==> config.mk <==
export PLATFORM = sky130hd
export DESIGN_NAME = irq_gate
export DESIGN_NICKNAME = d
export VERILOG_FILES = /design/src/rtl/irq_gate_pkg.sv /design/src/rtl/irq_gate_prop_table.sv /design/src/rtl/irq_gate_pend.sv /design/src/rtl/irq_gate_pick.sv /design/src/rtl/irq_gate_stack.sv /design/src/rtl/irq_gate.sv
export SDC_FILE = /design/constraint.sdc
export NUM_CORES = 1
export LEC_CHECK = 0
export BUFFER_PORTS_ARGS = -buffer_cell sky130_fd_sc_hd__buf_2
export CELL_PAD_IN_SITES_DETAIL_PLACEMENT = 1
export CELL_PAD_IN_SITES_GLOBAL_PLACEMENT = 1
export CORE_ASPECT_RATIO = 1.2
export CORE_MARGIN = 3
export CORE_UTILIZATION = 53
export DETAILED_ROUTE_END_ITERATION = 7
export HOLD_SLACK_MARGIN = 0.03
export PLACE_DENSITY_LB_ADDON = 0.05
export SLEW_MARGIN = 10
export SYNTH_ARGS = -nofsm -noshare
export SYNTH_HDL_FRONTEND = slang
export SYNTH_HIERARCHICAL = 1
export SYNTH_SLANG_ARGS = --single-unit
==> constraint.sdc <==
create_clock -name clk -period 45.7 [get_ports clk]
set_input_delay 2.285 -clock clk [delete_from_list [all_inputs] [get_ports clk]]
set_output_delay 2.285 -clock clk [all_outputs]
set_load 0.05 [all_outputs]
==> src/rtl/irq_gate_pkg.sv <==
package irq_gate_pkg;

    // Operation applied to the saved-priority stack in a cycle.
    typedef enum logic [1:0] {
        STK_HOLD = 2'd0,
        STK_PUSH = 2'd1,
        STK_POP  = 2'd2
    } stk_op_e;

    // Widest priority the block supports; narrower builds zero-extend.
    localparam int unsigned PRIO_MAX_W = 8;
    localparam int unsigned PRIO_MIN_W = 3;

    // True when priority a is strictly more urgent than priority b.
    function automatic logic more_urgent(input logic [PRIO_MAX_W-1:0] a,
                                         input logic [PRIO_MAX_W-1:0] b);
        return a < b;
    endfunction

endpackage

==> src/rtl/irq_gate_prop_table.sv <==
module irq_gate_prop_table
    import irq_gate_pkg::*;
#(
    parameter int unsigned NUM_IRQ = 16,
    parameter int unsigned PRIO_W  = 4,
    localparam int unsigned IDX_W  = $clog2(NUM_IRQ)
) (
    input  logic                            clk,
    input  logic                            rst,
    input  logic                            we,
    input  logic [IDX_W-1:0]                wid,
    input  logic                            wen,
    input  logic [PRIO_W-1:0]               wprio,
    output logic [NUM_IRQ-1:0]              en_vec,
    output logic [NUM_IRQ-1:0][PRIO_W-1:0]  prio_tab
);

    for (genvar g = 0; g < NUM_IRQ; g++) begin : g_entry
        always_ff @(posedge clk) begin
            if (rst) begin
                en_vec[g]   <= 1'b0;
                prio_tab[g] <= '1;
            end else if (we && (wid == IDX_W'(g))) begin
                en_vec[g]   <= wen;
                prio_tab[g] <= wprio;
            end
        end
    end

    // a write lands exactly in the addressed entry
    p_table_write_r1: assert property (@(posedge clk) disable iff (rst)
        we |=> (en_vec[$past(wid)] == $past(wen)) && (prio_tab[$past(wid)] == $past(wprio)));

endmodule

==> src/rtl/irq_gate_pend.sv <==
module irq_gate_pend #(
    parameter int unsigned NUM_IRQ = 16,
    localparam int unsigned IDX_W  = $clog2(NUM_IRQ)
) (
    input  logic               clk,
    input  logic               rst,
    input  logic               set_vld,
    input  logic [IDX_W-1:0]   set_id,
    input  logic               clr_vld,
    input  logic [IDX_W-1:0]   clr_id,
    output logic [NUM_IRQ-1:0] pend
);

    logic [NUM_IRQ-1:0] set_mask;
    logic [NUM_IRQ-1:0] clr_mask;

    always_comb begin
        set_mask = '0;
        clr_mask = '0;
        if (set_vld) set_mask[set_id] = 1'b1;
        if (clr_vld) clr_mask[clr_id] = 1'b1;
    end

    // A new arrival wins over a clear of the same identifier.
    always_ff @(posedge clk) begin
        if (rst) pend <= '0;
        else     pend <= (pend & ~clr_mask) | set_mask;
    end

    // an acknowledged identifier is no longer pending afterwards
    p_ack_clears_r5: assert property (@(posedge clk) disable iff (rst)
        (clr_vld && !(set_vld && (set_id == clr_id))) |=> !pend[$past(clr_id)]);

    // an arrival colliding with its own acknowledge stays pending
    p_collide_keeps_r9: assert property (@(posedge clk) disable iff (rst)
        (clr_vld && set_vld && (set_id == clr_id)) |=> pend[$past(clr_id)]);

    // an arrival is always recorded
    p_arrival_marks_r2: assert property (@(posedge clk) disable iff (rst)
        set_vld |=> pend[$past(set_id)]);

endmodule

==> src/rtl/irq_gate_pick.sv <==
module irq_gate_pick
    import irq_gate_pkg::*;
#(
    parameter int unsigned NUM_IRQ = 16,
    parameter int unsigned PRIO_W  = 4,
    localparam int unsigned IDX_W  = $clog2(NUM_IRQ)
) (
    input  logic [NUM_IRQ-1:0]             pend,
    input  logic [NUM_IRQ-1:0]             en_vec,
    input  logic [NUM_IRQ-1:0][PRIO_W-1:0] prio_tab,
    input  logic [PRIO_W-1:0]              limit,
    output logic                           found,
    output logic [IDX_W-1:0]               best_id,
    output logic [PRIO_W-1:0]              best_prio
);

    logic [NUM_IRQ-1:0] cand;

    // An identifier is a candidate only if strictly more urgent than the limit.
    for (genvar g = 0; g < NUM_IRQ; g++) begin : g_cand
        assign cand[g] = pend[g] && en_vec[g] &&
                         more_urgent(PRIO_MAX_W'(prio_tab[g]), PRIO_MAX_W'(limit));
    end

    // Scan upward; only a strictly better priority replaces the holder,
    // so equal priorities leave the lowest identifier in place.
    always_comb begin
        found     = 1'b0;
        best_id   = '0;
        best_prio = '1;
        for (int i = 0; i < NUM_IRQ; i++) begin
            if (cand[i] && (!found ||
                more_urgent(PRIO_MAX_W'(prio_tab[i]), PRIO_MAX_W'(best_prio)))) begin
                found     = 1'b1;
                best_id   = IDX_W'(i);
                best_prio = prio_tab[i];
            end
        end
    end

endmodule

==> src/rtl/irq_gate_stack.sv <==
module irq_gate_stack
    import irq_gate_pkg::*;
#(
    parameter int unsigned DEPTH  = 4,
    parameter int unsigned PRIO_W = 4,
    localparam int unsigned CW    = $clog2(DEPTH + 1),
    localparam int unsigned AW    = (DEPTH > 1) ? $clog2(DEPTH) : 1
) (
    input  logic              clk,
    input  logic              rst,
    input  stk_op_e           op,
    input  logic [PRIO_W-1:0] push_val,
    output logic [PRIO_W-1:0] top_val,
    output logic              empty,
    output logic              full
);

    logic [PRIO_W-1:0] mem [DEPTH];
    logic [CW-1:0]     cnt;
    logic [CW-1:0]     cnt_m1;

    assign cnt_m1  = cnt - CW'(1);
    assign empty   = (cnt == '0);
    assign full    = (cnt == CW'(DEPTH));
    assign top_val = empty ? '1 : mem[cnt_m1[AW-1:0]];

    always_ff @(posedge clk) begin
        if (rst) begin
            cnt <= '0;
        end else begin
            unique case (op)
                STK_PUSH: if (!full) begin
                    mem[cnt[AW-1:0]] <= push_val;
                    cnt              <= cnt + CW'(1);
                end
                STK_POP: if (!empty) cnt <= cnt_m1;
                default: ;
            endcase
        end
    end

    // the saved-priority stack never grows past its depth
    p_no_overflow_r6: assert property (@(posedge clk) disable iff (rst)
        cnt <= CW'(DEPTH));

    // no push is ever requested when the stack is full
    p_no_push_full_r6: assert property (@(posedge clk) disable iff (rst)
        full |-> (op != STK_PUSH));

endmodule

==> src/rtl/irq_gate.sv <==
module irq_gate
    import irq_gate_pkg::*;
#(
    parameter int unsigned NUM_IRQ     = 16,
    parameter int unsigned PRIO_W      = 4,
    parameter int unsigned STACK_DEPTH = 4,
    localparam int unsigned IDX_W      = $clog2(NUM_IRQ),
    localparam int unsigned AID_W      = IDX_W + 1
) (
    input  logic              clk,
    input  logic              rst,
    input  logic              cfg_we,
    input  logic [IDX_W-1:0]  cfg_id,
    input  logic              cfg_en,
    input  logic [PRIO_W-1:0] cfg_prio,
    input  logic              in_valid,
    input  logic [IDX_W-1:0]  in_id,
    input  logic              core_mask,
    input  logic              ack_req,
    input  logic              eoi_req,
    output logic              irq_o,
    output logic [AID_W-1:0]  ack_id,
    output logic [PRIO_W-1:0] run_prio
);

    localparam logic [PRIO_W-1:0] IDLE_PRIO = '1;
    localparam logic [AID_W-1:0]  SPUR_ID   = '1;

    if (PRIO_W < PRIO_MIN_W || PRIO_W > PRIO_MAX_W) begin : g_bad_prio
        initial $error("PRIO_W outside supported range");
    end

    logic [NUM_IRQ-1:0]             en_vec;
    logic [NUM_IRQ-1:0][PRIO_W-1:0] prio_tab;
    logic [NUM_IRQ-1:0]             pend;
    logic                           found;
    logic [IDX_W-1:0]               best_id;
    logic [PRIO_W-1:0]              best_prio;
    logic [PRIO_W-1:0]              saved_prio;
    logic                           stk_empty;
    logic                           stk_full;
    logic                           grant;
    stk_op_e                        stk_op;

    irq_gate_prop_table #(.NUM_IRQ(NUM_IRQ), .PRIO_W(PRIO_W)) i_table (
        .clk      (clk),
        .rst      (rst),
        .we       (cfg_we),
        .wid      (cfg_id),
        .wen      (cfg_en),
        .wprio    (cfg_prio),
        .en_vec   (en_vec),
        .prio_tab (prio_tab)
    );

    irq_gate_pend #(.NUM_IRQ(NUM_IRQ)) i_pend (
        .clk     (clk),
        .rst     (rst),
        .set_vld (in_valid),
        .set_id  (in_id),
        .clr_vld (grant),
        .clr_id  (best_id),
        .pend    (pend)
    );

    irq_gate_pick #(.NUM_IRQ(NUM_IRQ), .PRIO_W(PRIO_W)) i_pick (
        .pend      (pend),
        .en_vec    (en_vec),
        .prio_tab  (prio_tab),
        .limit     (run_prio),
        .found     (found),
        .best_id   (best_id),
        .best_prio (best_prio)
    );

    irq_gate_stack #(.DEPTH(STACK_DEPTH), .PRIO_W(PRIO_W)) i_stack (
        .clk      (clk),
        .rst      (rst),
        .op       (stk_op),
        .push_val (run_prio),
        .top_val  (saved_prio),
        .empty    (stk_empty),
        .full     (stk_full)
    );

    // Deliverable only when a candidate exists, the core is open and nesting room remains.
    assign irq_o  = found && !core_mask && !stk_full;
    assign grant  = ack_req && irq_o;
    assign ack_id = grant ? AID_W'(best_id) : SPUR_ID;

    always_comb begin
        if (grant)                   stk_op = STK_PUSH;
        else if (eoi_req && !stk_empty && !ack_req) stk_op = STK_POP;
        else                         stk_op = STK_HOLD;
    end

    // Running priority: no write path, moves only on served acknowledge or pop.
    always_ff @(posedge clk) begin
        if (rst) begin
            run_prio <= IDLE_PRIO;
        end else begin
            unique case (stk_op)
                STK_PUSH: run_prio <= best_prio;
                STK_POP:  run_prio <= saved_prio;
                default:  ;
            endcase
        end
    end

    // with nothing saved the running priority rests at idle
    p_idle_empty_r4: assert property (@(posedge clk) disable iff (rst)
        stk_empty |-> (run_prio == IDLE_PRIO));

    // without acknowledge or end-of-interrupt the running priority holds
    p_prio_hold_r4: assert property (@(posedge clk) disable iff (rst)
        (!ack_req && !eoi_req) |=> $stable(run_prio));

    // a served acknowledge makes the running priority strictly more urgent
    p_nest_urgent_r5: assert property (@(posedge clk) disable iff (rst)
        grant |=> (run_prio < $past(run_prio)));

    // an unserved acknowledge leaves the running priority untouched
    p_spurious_still_r6: assert property (@(posedge clk) disable iff (rst)
        (ack_req && !irq_o && !eoi_req) |=> $stable(run_prio));

    // end-of-interrupt on an empty stack keeps the idle value
    p_eoi_empty_r7: assert property (@(posedge clk) disable iff (rst)
        (eoi_req && !ack_req && stk_empty) |=> (run_prio == IDLE_PRIO));

endmodule

==> reports/qor.csv <==
metric,value,unit
grt_pass1_wl,50.2,mm
final_max_slew_viol_count,0,
criticalPathCategory,reg2out,
layout_commonest_cell,nor2_1,
numCtsBuffers,17,
cts_hold_buf,0,
synth_fp_nets,1213,
cts-root-buf,clkbuf_16,
drive_gt1_share,12.4,%
powerDensity,25.1,nW/um^2
htreeDepth,4,
max-slew-margin-rel,25.3,%
syn_avg_cell_area,8.51,um^2
ys_ff_latch,119,
hp-class,reg2reg,
first_global_vias,9385,
drt_first_iter_violations,520,
wire_per_inst,22.6,um
track_usage,32.0,%
period_share,62.9,%
post_cts_buffers,0,
cp-end-kind,output pin,
grt_max_degree,68,
critPathRequiredTime,43.42,ns
synth-edff-count,16,
drc,0,
path_buf_inv,18,
multi_input_area,6560,um^2
dr.pass1.iters,5,
core-area,17600,um^2
hold_violations,0,
timing.hold.ws,0.481,ns
yosysSeqAreaShare,26.7,%
crit_fanout,16,
max_freq,34.8,MHz
crit_family,compound AO/OA/AOI/OAI gates,
cp-start-kind,flop,
syn_to_final_growth,9.47,%
vias,8950,
finalSetupViolations,0,
routed_via_density,6.50,
ios,30,
grt_setup_unrepaired,false,
worstSkewPairLatency,0.43,ns
skew,0.00833,ns
cts.clk_slew.worst_paths,0.06,ns
cts_tree,built,
routabilityCongestion,0.906,
drtAntennaViolNets,0,
async_flop_share,0,%
place_area,9820,um^2
status,"complete, no violations",
dp_hpwl,22.7,mm
ys.flop_type,dfxtp_1,
period_minus_slack,28.75,ns
overflow,0,
p_leak,0.00441,uW
crit_slowest_cell,a211oi_1,
synth.distinct_cells,104,
nets,1235,
fillers,2101,
clock_path_buffers,2,
worstMarginPinSlew,1.12,ns
numPortBuffers,29,
synth_cells,1120,
cts_sinks,119,
ctsResizeCount,0,
final_cell_mix,"116 x nor2_1, 103 x dfxtp_1, 86 x mux2i_1",
row_count,53,
seqCellArea,2540,um^2
vdd_drop_max,0.0251,mV
synth-warning-count,6,
slowest_delay,0.53,ns
initial_core_util,54.2,%
antenna_found_initial,0,
die_x,128,um
die_area,19600,um^2
postLayoutCellArea,10400,um^2
max_cap_viol_count,0,
setup_tns,0,ns
die-height,153,um
cp.arrival,26.46,ns
syn_area,9530,um^2
routed_wl,31.1,mm
-- through the flow --
step	std cells	power [uW]	setup WS [ns]	utilization, %
floorplan	1120	118	20.33	-
global placement	1343	123	18.91	55.9
detailed placement	1343	124	17.98	55.9
CTS	1375	263	17.20	59.4
global route	1375	270	14.43	59.4
finish	1376	262	16.95	59.4
-- layer usage --
metal	GRT usage [%]	up-vias	share of wire, %
met5	0	-	0
met4	10.4	0	2.8
met3	5.00	59	3.5
met2	55.9	187	50
met1	40.0	4489	43
li1	-	4215	-
-- cells in the mapped netlist, drive strengths merged, types with 12 or more instances --
| master | count | area (um^2) |
|---|---|---|
| ha | 73 | 913 |
| nor2 | 127 | 507 |
| nor2b | 14 | 87.6 |
| and3 | 13 | 86.3 |
| a21boi | 12 | 90.1 |
| nand2b | 34 | 220 |
| o21a | 20 | 150 |
| clkbuf | 15 | 57.6 |
| edfxtp | 16 | 480 |
| dfxtp | 103 | 2060 |
| a21oi | 48 | 252 |
| nand2 | 70 | 268 |
| or2 | 14 | 90.1 |
| buf | 19 | 138 |
| nand3 | 26 | 130 |
| a31oi | 16 | 106 |
| inv | 63 | 236 |
| nor3 | 16 | 80.1 |
| o211ai | 23 | 186 |
| mux2i | 89 | 902 |
| a211oi | 20 | 175 |
| a21o | 16 | 120 |
| and2 | 13 | 81.3 |
| o21ai | 83 | 419 |
| mux2 | 16 | 184 |
-- power by group --
part	internal (uW)	total, uW	switching (uW)
clock network	88.6	140	51.4
logic	4.47	13.3	8.81
registers	107	109	1.80
total	200	262	62.0
-- final timing paths --
check                            startpoint                             end  slack (ns)  cells past startpoint
max reg2reg        run_prio[1]$_SDFFE_PP1P_       i_pend/pend[4]$_SDFF_PP0_       19.30                    121
max                run_prio[1]$_SDFFE_PP1P_                       ack_id[1]       16.95                    120
min          i_table/en_vec[4]$_SDFFE_PP0P_  i_table/en_vec[4]$_SDFFE_PP0P_        0.48                      2
min reg2reg  i_table/en_vec[4]$_SDFFE_PP0P_  i_table/en_vec[4]$_SDFFE_PP0P_        0.48                      2
-- worst min-delay path, stage by stage (launching register included) --
cell	delay (ns)
dfxtp_1	0.31
nand2b_1	0.06
mux2i_1	0.06
-- cell families (layout without fill, tap and decap cells) --
logic type / after synthesis / count (layout) / synth area share, %
simple gates: 376 / 376 / 20.6
compound gates: 331 / 331 / 24.9
flops: 119 / 119 / 26.7
mux: 109 / 109 / 12.3
buf+inv: 98 / 133 / 4.57
fa+ha+maj: 80 / 80 / 10.3
xor+xnor: 7 / 7 / 0.643
other cells: 0 / 1 / 0
-- area by class of cell --
type                    count  area share, %
diodes                      1         0.0240
well taps                 220           2.64
multi-input cells         903           62.8
inverters                  64           2.30
clock buffers              21           4.41
repair buffers             37           1.99
flip-flops and latches    119           24.4
clock inverters            11           1.43
-- flip-flops by register name, summed over array words and instances, names as in the netlist --
signal and count:
i_pend/pend 16, i_table/prio_tab 64, i_stack/cnt 3, i_table/en_vec 16, run_prio 4, i_stack/mem 16
No activity file was read; power rests on OpenSTA's default activity.
